<file path="src/rtl/l1ic_pkg.sv">
package l1ic_pkg;
  localparam int WordBits = 32;

  // Decoded access, passed from the address decoder to the datapath
  typedef struct packed {
    logic       hit;       // aligned and inside the mapped range
    logic       wrEn;      // write requested this cycle
    logic       cpuSel;    // which processor bank
    logic       isStatus;  // status half of the bank
    logic [1:0] wordSel;   // word within the half-bank
  } l1ic_strb_t;
endpackage

</file>
<file path="src/rtl/l1ic_decode.sv">
module l1ic_decode
  import l1ic_pkg::*;
#(
  parameter int WORDS  = 4,
  parameter int ADDR_W = 8
) (
  input  logic [ADDR_W-1:0] busAddr,
  input  logic              busWrEn,
  output l1ic_strb_t        strb
);
  localparam int WL = $clog2(WORDS);

  logic [ADDR_W-3:0] wordIdx;
  assign wordIdx = busAddr[ADDR_W-1:2];

  always_comb begin
    strb.hit      = (busAddr[1:0] == 2'b00) && (wordIdx[ADDR_W-3:WL+2] == '0);
    strb.wrEn     = busWrEn;
    strb.cpuSel   = wordIdx[WL+1];
    strb.isStatus = wordIdx[WL];
    strb.wordSel  = 2'(wordIdx[WL-1:0]);
  end
endmodule

</file>
<file path="src/rtl/l1ic_datapath.sv">
module l1ic_datapath
  import l1ic_pkg::*;
#(
  parameter int WORDS = 4
) (
  input  logic                      clk,
  input  logic                      rstN,
  input  l1ic_strb_t                strb,
  input  logic [WordBits-1:0]       wrData,
  input  logic [WordBits*WORDS-1:0] irqSrc,
  output logic [WordBits-1:0]       rdData,
  output logic [1:0]                cpuIrq
);
  logic [WordBits-1:0] enReg [2][WORDS];
  logic [WordBits-1:0] statusWord [WORDS];
  logic [1:0]          anyPend;

  // Descending word order: word 0 carries the top sources
  for (genvar w = 0; w < WORDS; w++) begin : g_status
    assign statusWord[w] = irqSrc[WordBits*(WORDS-1-w) +: WordBits];
  end

  for (genvar c = 0; c < 2; c++) begin : g_cpu
    for (genvar w = 0; w < WORDS; w++) begin : g_word
      always_ff @(posedge clk or negedge rstN) begin
        if (!rstN) begin
          enReg[c][w] <= '0;
        end else if (strb.wrEn && strb.hit && !strb.isStatus &&
                     strb.cpuSel == 1'(c) && strb.wordSel == 2'(w)) begin
          enReg[c][w] <= wrData;
        end
      end
    end
  end

  always_comb begin
    anyPend = '0;
    for (int c = 0; c < 2; c++) begin
      for (int w = 0; w < WORDS; w++) begin
        anyPend[c] = anyPend[c] | (|(enReg[c][w] & statusWord[w]));
      end
    end
  end

  always_ff @(posedge clk or negedge rstN) begin
    if (!rstN) cpuIrq <= '0;
    else       cpuIrq <= anyPend;
  end

  always_comb begin
    rdData = '0;
    if (strb.hit) begin
      for (int c = 0; c < 2; c++) begin
        for (int w = 0; w < WORDS; w++) begin
          if (strb.cpuSel == 1'(c) && strb.wordSel == 2'(w)) begin
            rdData = strb.isStatus ? statusWord[w] : enReg[c][w];
          end
        end
      end
    end
  end
endmodule

</file>
<file path="src/rtl/l1ic_top.sv">
module l1ic_top
  import l1ic_pkg::*;
#(
  parameter int WORDS  = 4,
  parameter int ADDR_W = 8
) (
  input  logic                      clk,
  input  logic                      rstN,
  input  logic [ADDR_W-1:0]         busAddr,
  input  logic                      busWrEn,
  input  logic [31:0]               busWrData,
  output logic [31:0]               busRdData,
  input  logic [32*WORDS-1:0]       irqSrc,
  output logic [1:0]                cpuIrq
);
  l1ic_strb_t strb;

  l1ic_decode #(.WORDS(WORDS), .ADDR_W(ADDR_W)) u_decode (
    .busAddr (busAddr),
    .busWrEn (busWrEn),
    .strb    (strb)
  );

  l1ic_datapath #(.WORDS(WORDS)) u_dp (
    .clk    (clk),
    .rstN   (rstN),
    .strb   (strb),
    .wrData (busWrData),
    .irqSrc (irqSrc),
    .rdData (busRdData),
    .cpuIrq (cpuIrq)
  );
endmodule

</file>
<file path="config.mk">
export PLATFORM = sky130hd
export DESIGN_NAME = l1ic_top
export DESIGN_NICKNAME = d
export VERILOG_FILES = /design/src/rtl/l1ic_pkg.sv /design/src/rtl/l1ic_decode.sv /design/src/rtl/l1ic_datapath.sv /design/src/rtl/l1ic_top.sv
export SDC_FILE = /design/constraint.sdc
export NUM_CORES = 1
export LEC_CHECK = 0
export BUFFER_PORTS_ARGS = -buffer_cell sky130_fd_sc_hd__buf_2
export CORE_UTILIZATION = 35
export DETAILED_ROUTE_END_ITERATION = 10
export PLACE_DENSITY_LB_ADDON = 0.12
export SKIP_LAST_GASP = 1
export SLEW_MARGIN = 20
export SYNTH_ARGS = -nofsm -noshare
export SYNTH_HDL_FRONTEND = slang
export SYNTH_SLANG_ARGS = --single-unit
</file>
<file path="constraint.sdc">
create_clock -name clk -period 3.05 [get_ports clk]
set_input_delay 0.61 -clock clk [delete_from_list [all_inputs] [get_ports clk]]
set_output_delay 0.61 -clock clk [all_outputs]
set_load 0.05 [all_outputs]
</file>
==> impl_results.md <==
- Max incr delay on CP: 0.39 ns
- Worst-path cell chain: buf_2 > buf_4 > and3_1 > buf_4 > a31oi_1 > o31a_1 > buf_2
- Port Buffer Count: slightly above 200
- Initial antenna violation count: 2
- #FFs+latches synth: 258
- Pwr dens: 508 mW/mm^2
- Worst hold path class: in2reg
- Tcrit/Tclk final: 1.01
- Overflow after GRT: 0
- Die Y: a little over 200 um
- Final instance area: roughly 0.018 sq mm
- Worst-margin pin slew: around 0.71 ns
- Syn_area_per_cell: roughly 11 sq um
- Final worst slack: -0.0362 ns
- Distinct cells, synth: 45
- Final setup fails: 2
- Synth Area in Adders: 0
- Largest family of logic cells by synthesized area: multiplexers
- Post-Synth Simple-Gate Area: 0.0549
- Core Footprint: between 0.04 and 0.05 sq mm
- Clock Tree Root: clkbuf_16
- TritonCTS clock tree: built
- Leak pwr: about 8.6 nW
- Peak supply drop: about 400 uV
- Failing checks: negative setup slack
- Unrepaired setup endpoints after global routing: true
- Layout cells sized above 1: 0.389
- Pin count of the biggest net entering global routing: between 100 and 150
- Layout Nets: between 1,500 and 2,000
- Die area: ~0.043 sq mm
- DR WL/cell: roughly 34 um
- Placed standard-cell area: ~0.017 sq mm
- Mapped cell area: about 0.015 sq mm
- Pre-CTS worst setup slack: about 0.018 ns
- First-pass GRT wire length: a little over 100,000 um
- Most common cell after layout, fill and taps aside: dfrtp_1
- Main flop type after synthesis: dfrtp_1
- Max Freq: roughly 320 MHz
- Starting density of the core: 0.355
- Most frequent cells in the layout: 258 x dfrtp_1, 249 x mux2_2, 199 x buf_2, 95 x nand2_1, 93 x mux2i_1
- Max cap viols: 0
- FP Rows: 75
- Critical path arrival: 2.48 ns
- Vias/cell: between 6 and 7
- GRT Total Usage: 0.334
- Pwr Total: 9.20 mW
- Met2 wire length: roughly 31,000 um
- Number of synthesized flops with an enable pin: 0
- H-tree levels: 1
- Synth async-reset ratio: 1.00
- Post-DRT Antenna Nets: 0
- Worst EP required: 2.44 ns
- CP Launch Type: primary input
- Clk sinks: 258
- Max-slew violation count: 0
- Pre-antenna DRT Iters: 6
- CP Max Fanout: 18
- Syn Inst Count: around 1,400
- Vias: about 14,000
- Xor/xnor cell area share of the yosys netlist: 0
- Status: finished, violations left
- Post-route minimum period: between 3 and 4 ns
- Final Wtd Congestion: 0.996
- Drt initial violations: approximately 1,700
- Clk_lat worst skew: around 0.59 ns
- Syn Nets: between 1,500 and 2,000
- Sequential area share after synthesis: 0.435
- IO Count: roughly 210
- Critical path's slowest cell: and3_1
- WL final: 73,300 um
- Inst Count DP: 2,075
- Final Non-Filler Cells: 2,132
- DR top layer: met4
- DRC violations left: 0
- Synthesis-to-finish area growth: 22.0%
- Wl on met1: around 31,000 um
- Hpwl dp: 55,100 um
- Final Hold Fails: 0
- Die X: between 200 and 250 um
- Num CTS Buffers: 31
- Clock Skew: 0.0129 ns
- Clock transition at path regs: ~0.060 ns
- Slew headroom: 0.528
- Routed wl met3: approximately 7000 um
- Mux share of post-synthesis cell area: 0.277
- Vias in the first global route: ~13,000
- Synth Area in Compound Gates: 0.188
- Yosys warns: 0
- Crit end category: primary output
- Setup TNS: -0.0493 ns
- Clk buf depth: 3
- Critical path class: in2out
-- registers in the layout (all words and copies together), names as in the netlist --
signal	flops
u_dp.cpuIrq	2
u_dp.enReg	256
-- metal layers --
| layer | up-vias | global-route usage |
|---|---|---|
| li1 | 5629 | - |
| met1 | 7060 | 0.473 |
| met2 | 916 | 0.500 |
| met3 | 167 | 0.0637 |
| met4 | 0 | 0.134 |
| met5 | - | 0 |
-- metrics by stage --
step                       util  hold slack (ns)
after floorplan               -            0.314
after global placement    0.408            0.457
after detailed placement  0.408            0.453
final                     0.433            0.361
after CTS                 0.433            0.341
after global routing      0.433            0.374
-- worst max-delay path, delay by kind of cell --
family / cells / cell delay, ns
compound gates: 2 / 0.35
buf+inv: 4 / 1.11
simple gates: 1 / 0.39
-- cell type report --
class	instances	area, sq um
clock buffer	40	850
antenna	1	2.50
inverter	38	143
multi-input combinational	957	7800
fill	4051	23700
timing repair buffer	284	2010
tap	539	674
sequential	258	6460
clock inverter	15	178
-- cell usage after synthesis, drive strengths merged, types with 5 or more instances --
cell	count	area [sq um]
a31oi	19	119
a22o	44	385
nor2	22	87.6
o31a	18	158
a21oi	100	500
a22oi	52	390
and2	5	31.3
mux2i	93	931
mux2	259	2920
clkbuf	35	133
nand2	96	360
inv	38	143
dfrtp	258	6460
mux4	12	270
nand3	7	40.0
o22ai	31	194
nor4	6	67.6
nand4	18	113
o21ai	90	450
buf	63	385
a221oi	63	552
-- repair_timing --
action	in CTS	in global routing
hold endpoints to repair	14	0
resized for setup	0	6
endpoints found under the setup margin	0	10
hold buffers	1	0
buffers inserted	0	0
-- report_power, final --
group / switching [mW] / internal, mW / total (mW)
sequential: 0.210 / 3.60 / 3.81
combinational: 0.945 / 0.579 / 1.52
clock: 1.58 / 2.28 / 3.86
-- path summary, 6_finish.rpt --
check                                            start                           to  slack [ns]  depth (start not counted)
min                                      busWrData[22]  u_dp.enReg[150]$_DFFE_PN0P_        0.36                          3
max reg2reg                u_dp.enReg[114]$_DFFE_PN0P_     u_dp.cpuIrq[1]$_DFF_PN0_        0.66                          5
min reg2reg                 u_dp.enReg[91]$_DFFE_PN0P_   u_dp.enReg[91]$_DFFE_PN0P_        0.52                          1
max                                         busAddr[5]                busRdData[11]       -0.04                          7
max in group asynchronous                         rstN  u_dp.enReg[204]$_DFFE_PN0P_        1.67                          3
min in group asynchronous                         rstN   u_dp.enReg[54]$_DFFE_PN0P_        0.45                          2
-- cell families (layout without fill, tap and decap cells) --
kind of cell | count (synthesis) | after routing
AO/OA/AOI/OAI | 423 | 423
multiplexers | 364 | 364
flip-flops | 258 | 258
AND/OR/NAND/NOR | 170 | 170
buffers and inverters | 136 | 377
other | 0 | 1
Power figures use the tool's default switching activity.
